$ cat config.mk
export PLATFORM = sky130hd
export DESIGN_NAME = grouped_unit_alloc
export DESIGN_NICKNAME = d
export VERILOG_FILES = /design/src/rtl/alloc_pkg.sv /design/src/rtl/alloc_unit_timer.sv /design/src/rtl/alloc_group_rot.sv /design/src/rtl/grouped_unit_alloc.sv
export SDC_FILE = /design/constraint.sdc
export NUM_CORES = 2
export LEC_CHECK = 0
export BUFFER_PORTS_ARGS = -buffer_cell sky130_fd_sc_hd__buf_2
export CAP_MARGIN = 20
export CORE_MARGIN = 1.5
export CORE_UTILIZATION = 30
export DETAILED_ROUTE_END_ITERATION = 16
export PLACE_DENSITY_LB_ADDON = 0.05
export SLEW_MARGIN = 30
export SYNTH_ARGS = -nofsm -noshare
export SYNTH_HDL_FRONTEND = slang
export SYNTH_SLANG_ARGS = --single-unit
$ cat constraint.sdc
create_clock -name clk -period 40.8 [get_ports clk]
set_input_delay 2.04 -clock clk [delete_from_list [all_inputs] [get_ports clk]]
set_output_delay 2.04 -clock clk [all_outputs]
set_load 0.1 [all_outputs]
$ cat src/rtl/alloc_pkg.sv
package alloc_pkg;
  localparam int MAXR = 16;

  typedef logic [MAXR-1:0] rmask_t;

  typedef struct packed {
    rmask_t rot;
    rmask_t rmv;
  } rot_t;

  function automatic rmask_t low_bit(rmask_t m);
    return m & (~m + rmask_t'(1));
  endfunction

  // drop one member bit from a rotation, reloading when it empties
  function automatic rot_t rot_drop(rot_t s, rmask_t bitm, rmask_t full);
    rot_t n;
    n = s;
    if (bitm > low_bit(s.rot)) n.rmv = s.rmv | bitm;
    n.rot = s.rot & ~bitm;
    if (n.rot == '0) begin
      n.rot = full ^ n.rmv;
      n.rmv = '0;
      if (n.rot == '0) n.rot = full;
    end
    return n;
  endfunction

  function automatic int unsigned top_index(rmask_t m);
    int unsigned r;
    r = 0;
    for (int i = 0; i < MAXR; i++) if (m[i]) r = i;
    return r;
  endfunction
endpackage

$ cat src/rtl/alloc_unit_timer.sv
module alloc_unit_timer #(
  parameter int CW = 4
) (
  input  logic          clk,
  input  logic          rst_n,
  input  logic          load_i,
  input  logic [CW-1:0] cycles_i,
  output logic          busy_o,
  output logic          last_o,
  output logic          freed_o
);
  logic [CW-1:0] cnt_q;

  assign busy_o = (cnt_q != '0);
  assign last_o = (cnt_q == CW'(1));

  always_ff @(posedge clk) begin
    if (!rst_n) begin
      cnt_q   <= '0;
      freed_o <= 1'b0;
    end else begin
      freed_o <= last_o;
      if (load_i)      cnt_q <= cycles_i;
      else if (busy_o) cnt_q <= cnt_q - CW'(1);
    end
  end

  assert_load_idle_R8: assert property (@(posedge clk) disable iff (!rst_n)
    load_i |-> !busy_o);
  assert_countdown_R8: assert property (@(posedge clk) disable iff (!rst_n)
    (busy_o && !load_i) |=> (cnt_q == $past(cnt_q) - CW'(1)));
  assert_freed_pulse_R8: assert property (@(posedge clk) disable iff (!rst_n)
    $fell(busy_o) |-> freed_o);
endmodule

$ cat src/rtl/alloc_group_rot.sv
module alloc_group_rot
  import alloc_pkg::*;
#(
  parameter rmask_t MEMBERS = rmask_t'(3)
) (
  input  logic   clk,
  input  logic   rst_n,
  input  rmask_t ready_i,
  input  logic   on_path_i,
  input  rmask_t full_evt_i,
  output rmask_t pick_o
);
  rot_t cur_q, walk, nxt;

  // skip candidates that are not free
  always_comb begin
    walk = cur_q;
    for (int k = 0; k < 2*MAXR+1; k++) begin
      if ((low_bit(walk.rot) & ready_i) == '0)
        walk = rot_drop(walk, low_bit(walk.rot), MEMBERS);
    end
    pick_o = low_bit(walk.rot) & ready_i;
  end

  always_comb begin
    nxt = cur_q;
    if (on_path_i) nxt = rot_drop(walk, pick_o, MEMBERS);
    for (int m = 0; m < MAXR; m++) begin
      if (full_evt_i[m] && nxt.rot[m])
        nxt = rot_drop(nxt, rmask_t'(1) << m, MEMBERS);
    end
  end

  always_ff @(posedge clk) begin
    if (!rst_n) cur_q <= '{rot: MEMBERS, rmv: '0};
    else        cur_q <= nxt;
  end

  assert_pick_member_R3: assert property (@(posedge clk) disable iff (!rst_n)
    ($onehot0(pick_o) && ((pick_o & ~MEMBERS) == '0)));
  assert_path_has_pick_R3: assert property (@(posedge clk) disable iff (!rst_n)
    on_path_i |-> (pick_o != '0));
  assert_rot_within_R4: assert property (@(posedge clk) disable iff (!rst_n)
    (cur_q.rot != '0) && ((cur_q.rot & ~MEMBERS) == '0));
  assert_removed_disjoint_R6: assert property (@(posedge clk) disable iff (!rst_n)
    (cur_q.rmv & cur_q.rot) == '0);
endmodule

$ cat src/rtl/grouped_unit_alloc.sv
module grouped_unit_alloc
  import alloc_pkg::*;
#(
  parameter int NUM_UNITS  = 4,
  parameter int NUM_GROUPS = 3,
  parameter int CYC_W      = 4,
  parameter logic [NUM_GROUPS-1:0][NUM_UNITS+NUM_GROUPS-1:0] GROUP_MEMBERS =
    {7'b0110000, 7'b0001110, 7'b0000011}
) (
  input  logic                            clk,
  input  logic                            rst_n,
  input  logic                            req_vld_i,
  input  logic [NUM_UNITS+NUM_GROUPS-1:0] req_mask_i,
  input  logic [CYC_W-1:0]                req_cycles_i,
  output logic                            grant_vld_o,
  output logic [NUM_UNITS+NUM_GROUPS-1:0] grant_unit_o,
  output logic [NUM_UNITS-1:0]            freed_o
);
  localparam int NR = NUM_UNITS + NUM_GROUPS;

  function automatic rmask_t ready_from(logic [NUM_UNITS-1:0] busy);
    rmask_t r;
    r = '0;
    for (int u = 0; u < NUM_UNITS; u++) r[u] = !busy[u];
    for (int g = 0; g < NUM_GROUPS; g++)
      r[NUM_UNITS+g] = |(rmask_t'(GROUP_MEMBERS[g]) & r);
    return r;
  endfunction

  logic [NUM_UNITS-1:0]  busy, last, load, busy_next;
  rmask_t                ready_now, ready_next, full_evt, req_sel;
  rmask_t                pick [NUM_GROUPS];
  logic [NUM_GROUPS-1:0] on_path;
  int unsigned           req_id, chosen;
  logic                  req_ok;

  assign ready_now = ready_from(busy);
  assign req_id    = top_index(rmask_t'(req_mask_i));
  assign req_sel   = ready_now >> req_id;
  assign req_ok    = req_vld_i && (req_mask_i != '0) &&
                     (req_cycles_i != '0) && req_sel[0];

  // walk the hierarchy down to a plain unit
  always_comb begin
    int unsigned cur;
    on_path = '0;
    cur = req_id;
    for (int l = 0; l <= NUM_GROUPS; l++) begin
      for (int g = 0; g < NUM_GROUPS; g++) begin
        if (req_ok && cur == NUM_UNITS + g && !on_path[g]) begin
          on_path[g] = 1'b1;
          cur = top_index(pick[g]);
        end
      end
    end
    chosen = cur;
  end

  always_comb begin
    for (int i = 0; i < NR; i++) grant_unit_o[i] = req_ok && (chosen == i);
    for (int u = 0; u < NUM_UNITS; u++) begin
      load[u]      = req_ok && (chosen == u);
      busy_next[u] = (busy[u] && !last[u]) || load[u];
    end
  end
  assign grant_vld_o = req_ok;
  assign ready_next  = ready_from(busy_next);
  assign full_evt    = ready_now & ~ready_next;

  for (genvar u = 0; u < NUM_UNITS; u++) begin : g_unit
    alloc_unit_timer #(.CW(CYC_W)) u_timer (
      .clk      (clk),
      .rst_n    (rst_n),
      .load_i   (load[u]),
      .cycles_i (req_cycles_i),
      .busy_o   (busy[u]),
      .last_o   (last[u]),
      .freed_o  (freed_o[u])
    );
  end

  for (genvar g = 0; g < NUM_GROUPS; g++) begin : g_grp
    alloc_group_rot #(.MEMBERS(rmask_t'(GROUP_MEMBERS[g]))) u_rot (
      .clk        (clk),
      .rst_n      (rst_n),
      .ready_i    (ready_now),
      .on_path_i  (on_path[g]),
      .full_evt_i (full_evt),
      .pick_o     (pick[g])
    );
  end

  assert_grant_onehot_R2: assert property (@(posedge clk) disable iff (!rst_n)
    grant_vld_o |-> ($onehot(grant_unit_o) && (grant_unit_o[NR-1:NUM_UNITS] == '0)));
  assert_grant_free_R2: assert property (@(posedge clk) disable iff (!rst_n)
    grant_vld_o |-> ((grant_unit_o[NUM_UNITS-1:0] & busy) == '0));
  assert_grant_in_subtree_R1: assert property (@(posedge clk) disable iff (!rst_n)
    grant_vld_o |-> ((grant_unit_o & ~req_mask_i) == '0));
  assert_zero_cycles_R9: assert property (@(posedge clk) disable iff (!rst_n)
    (req_vld_i && req_cycles_i == '0) |-> !grant_vld_o);
endmodule

### Word level (Yosys, flattened, before mapping)

Cells that the tools add are included.

* $lt $le $gt $ge: 150
* $add $sub $neg: 154
* mux-type cells: 833
* shift operators: 1
* reductions and logical operators: 524
* equality and inequality tests: 22
* bitwise operators: 860

Operator list (count)
* 32-bit two-way mux: 359
* 16-bit two-way mux: 405
* 16-bit zero test: 399
* 16-bit AND: 252
* 16-bit inverter: 252
* 16-bit by 1-bit adder with 16-bit output, second input constant: 150
* 16-bit by 7-bit AND with 16-bit output: 102
* 16-bit greater-than comparator: 102
* 16-bit OR: 102
* 32-bit by 3-bit == test with 1-bit output, second input constant: 15
* 2-bit inverter: 100
* 3-bit inverter: 50
* 1-bit logical AND: 83
* 32-bit by 2-bit == test with 1-bit output, second input constant: 2
* 1-bit by 16-bit greater-than comparator with 1-bit output, first input constant: 3
* 10-bit by 16-bit greater-than comparator with 1-bit output, first input constant: 3
* 11-bit by 16-bit greater-than comparator with 1-bit output, first input constant: 3
* 12-bit by 16-bit greater-than comparator with 1-bit output, first input constant: 3
* 13-bit by 16-bit greater-than comparator with 1-bit output, first input constant: 3
* 14-bit by 16-bit greater-than comparator with 1-bit output, first input constant: 3
* 15-bit by 16-bit greater-than comparator with 1-bit output, first input constant: 3
* 16-bit greater-than comparator, first input constant: 3
* 2-bit by 16-bit greater-than comparator with 1-bit output, first input constant: 3
* 3-bit by 16-bit greater-than comparator with 1-bit output, first input constant: 3
* 36 further kinds: 141

* output and inout port bits: 12
* flip-flop bits (word level): 116
* input bits: 14
* logic and storage cells: 2558

### Longest topological paths before layout

* word-level depth: 607
* mapped depth: 199
* gate-level depth less buffers: 148

### Hierarchy

Synthesis repeated with hierarchy kept, for this count alone.

* cells, all modules: 18764
* area, all modules: 134021.0 um^2

By module, submodules not included
* alloc_group_rot at g_grp[1].u_rot: instances 1, area an instance 47688.2 um^2, seq. area each 640.6 um^2, cells each 6434
* alloc_group_rot at g_grp[0].u_rot: instances 1, area an instance 41801.3 um^2, seq. area each 640.6 um^2, cells each 5929
* alloc_group_rot at g_grp[2].u_rot: instances 1, area an instance 41594.9 um^2, seq. area each 640.6 um^2, cells each 6005
* grouped_unit_alloc: instances 1, area an instance 1815.5 um^2, seq. area each 0.0 um^2, cells each 272
* alloc_unit_timer: instances 4, area an instance 280.3 um^2, seq. area each 100.1 um^2, cells each 31

### Worst setup path before layout

OpenSTA, ideal clock, no wires.

* path kind: reg-to-reg
* from: register g_grp[0].u_rot.cur_q[16] (netlist name)
* to: register g_grp[2].u_rot.cur_q[29] (netlist name)
* path slack: -2.757 ns
* buffers on the path: 16
* data required time: 40.726 ns
* cell stages (with the launch flop): 158
* clock period less this slack: 43.557 ns
* arrival time: 43.483 ns
* setup time: 0.074 ns
* path through: dfxtp_1 -> buf_6 -> or4_1 -> buf_6 -> or4b_4 -> o41a_1 -> nand2b_4 -> or4_4 -> buf_6 -> nor2_4 -> buf_6 -> a21oi_1 -> nor4_1 -> a211oi_4 -> and3_2 -> a32o_2 -> buf_6 -> and2_0 -> (+122 left out) -> and4_4 -> o41a_4 -> o21ai_2 -> a2111oi_2 -> nand2b_2 -> or4_4 -> o21ai_2 -> or3b_1 -> buf_6 -> or4_4 -> a21oi_1 -> o21ai_1 -> a21boi_2 -> o21ai_0 -> a311oi_4 -> nand4_4 -> or3_1 -> a31oi_1

RTL lines
* start: declaration: RTL line alloc_group_rot.sv:13 `rot_t cur_q, walk, nxt;`
* start signal: assignment: RTL line alloc_group_rot.sv:35 `if (!rst_n) cur_q <= '{rot: MEMBERS, rmv: '0};`
* start signal: assignment: RTL line alloc_group_rot.sv:36 `else cur_q <= nxt;`
* end signal: assignment: RTL line alloc_group_rot.sv:35
* end signal: assignment: RTL line alloc_group_rot.sv:36
* end: declaration: RTL line alloc_group_rot.sv:13

==> reports/results.ini <==
[status]
outcome=finished with violations
violations=negative setup slack

[layout]
stdcell_area_um2=155000
drive_gt1_frac=0.513
fin_util=0.528
fillers=29400
syn_to_final_growth_pct=74.9
num-nets-final=20100

[sta]
finClkSkew_ns=0.0171
period_share=1.09
hold-worst-slack_ns=0.601
fin_crit_ns=44.34
worst_pin_slew_ns=0.978
fmax_ghz=0.0226
setup_viol=98
maxSlewViolCount=0
hold_violations=0
relSlewSlack=0.343
rsz0062_at_grt=yes
postLayoutSetupSlackWorst_ns=-3.54

[floorplan]
dieArea_um2=299000
start_util=0.302
die_w_um=547
rows=199
core-area_um2=294000
die_h_um=547
num_io_pins=26

[clock_tree]
cts_hold_buffers=0
tritoncts=done
cts_buffers=17
worstSkewPairLatency_ns=0.46
clockRootBuffer=clkbuf_16
h-tree-depth=4
ctsLongestPathBuffers=2
clkTransAtPathRegs_ns=0.06
cts.sinks=116

[critical_path]
crit_family=compound AO/OA/AOI/OAI gates
crit_slowest_cell=or4_4
ff2ff_path_depth=189
slowest_delay_ns=0.58
path_buf_inv=46
end_kind=flip-flop
crit_type=reg2reg
cp.arrival_ns=44.67
cp.required_ns=41.13
path_max_fanout=11
cp-start-kind=flip-flop
cp_num_cells=189
crit_top_cell=buf_4

[global_route]
grt_overflow_total=0
grt_first_pass_wirelength_mm=866
antenna_found_initial=11
grt_pass1_vias=141000
grtUsageTotal=0.366
grt_max_degree=31

[place]
place_congestion=0.996
dpl_cell_area_um2=145000
numPortBuffers=25
hpwl_mm=482
dp_slack_ns=-5.81

[routing]
firstDrtPassIters=8
via_count=144000
viasPerCell=5.99
drtIter0Drc=14000
drt_wl_total_mm=583
drc_errors=0
ant_nets=0
post_drt_wl_per_cell_um=24.3

[logic_synthesis]
synth_fp_nets=13100
syn-mean-instance-area_um2=6.77
syn_area_um2=88600
synth_enable_flop_cells=0
yosysSeqAreaShare=0.0262
ys.flop_type=dfxtp_1
ys_types=233
ys_async_sr_fraction=0
yosys_register_bits=116
yosysWarningCount=0
syn_inst=13100

[hold_path]
hold_path_class=reg2reg
worstHoldPathCells=2

[flow_run]
drv_cap=0

per-layer routing:
layer / global-route usage / part of all wire
met5: 0 / 0.000039
met3: 0.0388 / 0.071
met2: 0.590 / 0.44
met1: 0.497 / 0.44
met4: 0.143 / 0.044
path summary, 6_finish.rpt:
| kind | start | endpoint | slack [ns] |
|---|---|---|---|
| worst max-delay path | g_unit[1].u_timer.cnt_q[1]$_SDFFE_PN0P_ | g_grp[2].u_rot.cur_q[20]$_SDFF_PN1_ | -3.54 |
| worst min-delay path | g_unit[0].u_timer.cnt_q[1]$_SDFFE_PN0P_ | g_unit[0].u_timer.cnt_q[1]$_SDFFE_PN0P_ | 0.60 |
| worst max register to register | g_unit[1].u_timer.cnt_q[1]$_SDFFE_PN0P_ | g_grp[2].u_rot.cur_q[20]$_SDFF_PN1_ | -3.54 |
| worst min register to register | g_unit[0].u_timer.cnt_q[1]$_SDFFE_PN0P_ | g_unit[0].u_timer.cnt_q[1]$_SDFFE_PN0P_ | 0.60 |
sequential cells by signal, indices dropped and copies added (netlist names):
signal and count:
g_unit.u_timer.cnt_q 16, g_grp.u_rot.cur_q 96, g_unit.u_timer.freed_o 4
area by class of cell:
cell class,instances,area (um^2),share of cell area
Inverter,246,967,0.00624
Antenna cell,2,5.00,0.0000323
Sequential cell,116,2340,0.0151
Multi-Input combinational cell,12000,86900,0.561
Tap cell,3919,4900,0.0316
Clock buffer,17,425,0.00274
Timing Repair Buffer,7695,59300,0.383
Clock inverter,15,195,0.00126
per-stage QoR:
step | TNS [ns] | instances
after floorplan | -85.08 | 13100
after global placement | -480.54 | 23500
after detailed placement | -536.77 | 23500
after CTS | -262.40 | 23900
after global routing | -469.79 | 24000
final | -316.76 | 24000
synth_stat cells (62+ instances only):
cell type	number	area share
a221oi_1	68	0.0067
o22ai_1	168	0.012
nor4_1	134	0.0095
nand4_1	203	0.014
nand2_1	1560	0.066
o31a_1	85	0.0084
clkbuf_1	194	0.0082
a41oi_1	90	0.0089
o21a_1	171	0.014
o21ai_1	146	0.0082
and3_1	105	0.0074
or3_1	135	0.0095
o41ai_1	94	0.0093
a31oi_1	367	0.026
buf_6	123	0.016
o31ai_1	194	0.016
nor3_1	464	0.026
o211ai_1	184	0.016
a32oi_1	63	0.0062
nand3_1	463	0.026
maj3_1	77	0.0087
a21o_2	80	0.0079
clkbuf_8	179	0.028
inv_1	236	0.010
nand2b_1	86	0.0061
a31o_2	79	0.0078
o21ai_0	751	0.042
a21oi_1	964	0.054
and2_2	75	0.0064
o2111ai_1	92	0.0091
a21boi_0	68	0.0058
mux2i_1	72	0.0081
nor2_1	1560	0.066
dfxtp_1	116	0.026
and2_1	155	0.011
a22oi_1	91	0.0077
or2_2	124	0.0088
a211oi_1	182	0.015
buf_2	108	0.0061
a21o_1	162	0.014
o221ai_1	65	0.0064
o21bai_1	65	0.0055
o32ai_1	62	0.0061
repair_timing:
action | CTS | global route
resized for setup | 664 | 513
gates cloned | 7 | 7
setup endpoints to repair | 105 | 111
pin swaps | 251 | 261
buffers inserted | 268 | 143
worst min-delay path: stages, from the launching register on:
cell      delay (ns)
dfxtp_2         0.33
o211ai_1        0.16
a21oi_1         0.07
placed cells by master (no fill, tap or decap), types with 85 or more instances in the layout:
master	synthesis	layout
or2_2	124	123
a21o_1	162	158
nand3_1	463	441
and3_1	105	93
and2_1	155	147
dfxtp_1	116	107
nor2_1	1560	1521
a31oi_1	367	318
a211oi_1	182	140
buf_6	123	86
nand2_1	1560	1532
o21a_1	171	164
o31ai_1	194	141
o21ai_0	751	685
a21oi_1	964	910
nor4_1	134	102
o22ai_1	168	151
or3_1	135	112
o211ai_1	184	184
buf_4	49	7495
nand4_1	203	203
nor3_1	464	406
o21ai_1	146	173
o31a_1	85	85
inv_1	236	229
kinds of logic after synthesis:
family          count (synthesis)  share of synthesized area
fa+ha+maj                      94                     0.0110
xor+xnor                        6                   0.000593
compound gates               5769                      0.504
simple gates                 5995                      0.357
mux                           125                     0.0159
buf+inv                       979                     0.0851
flops                         116                     0.0262
Power is not shown: default switching activity piles up to over one toggle a cycle in this logic, so the estimate is an artifact.
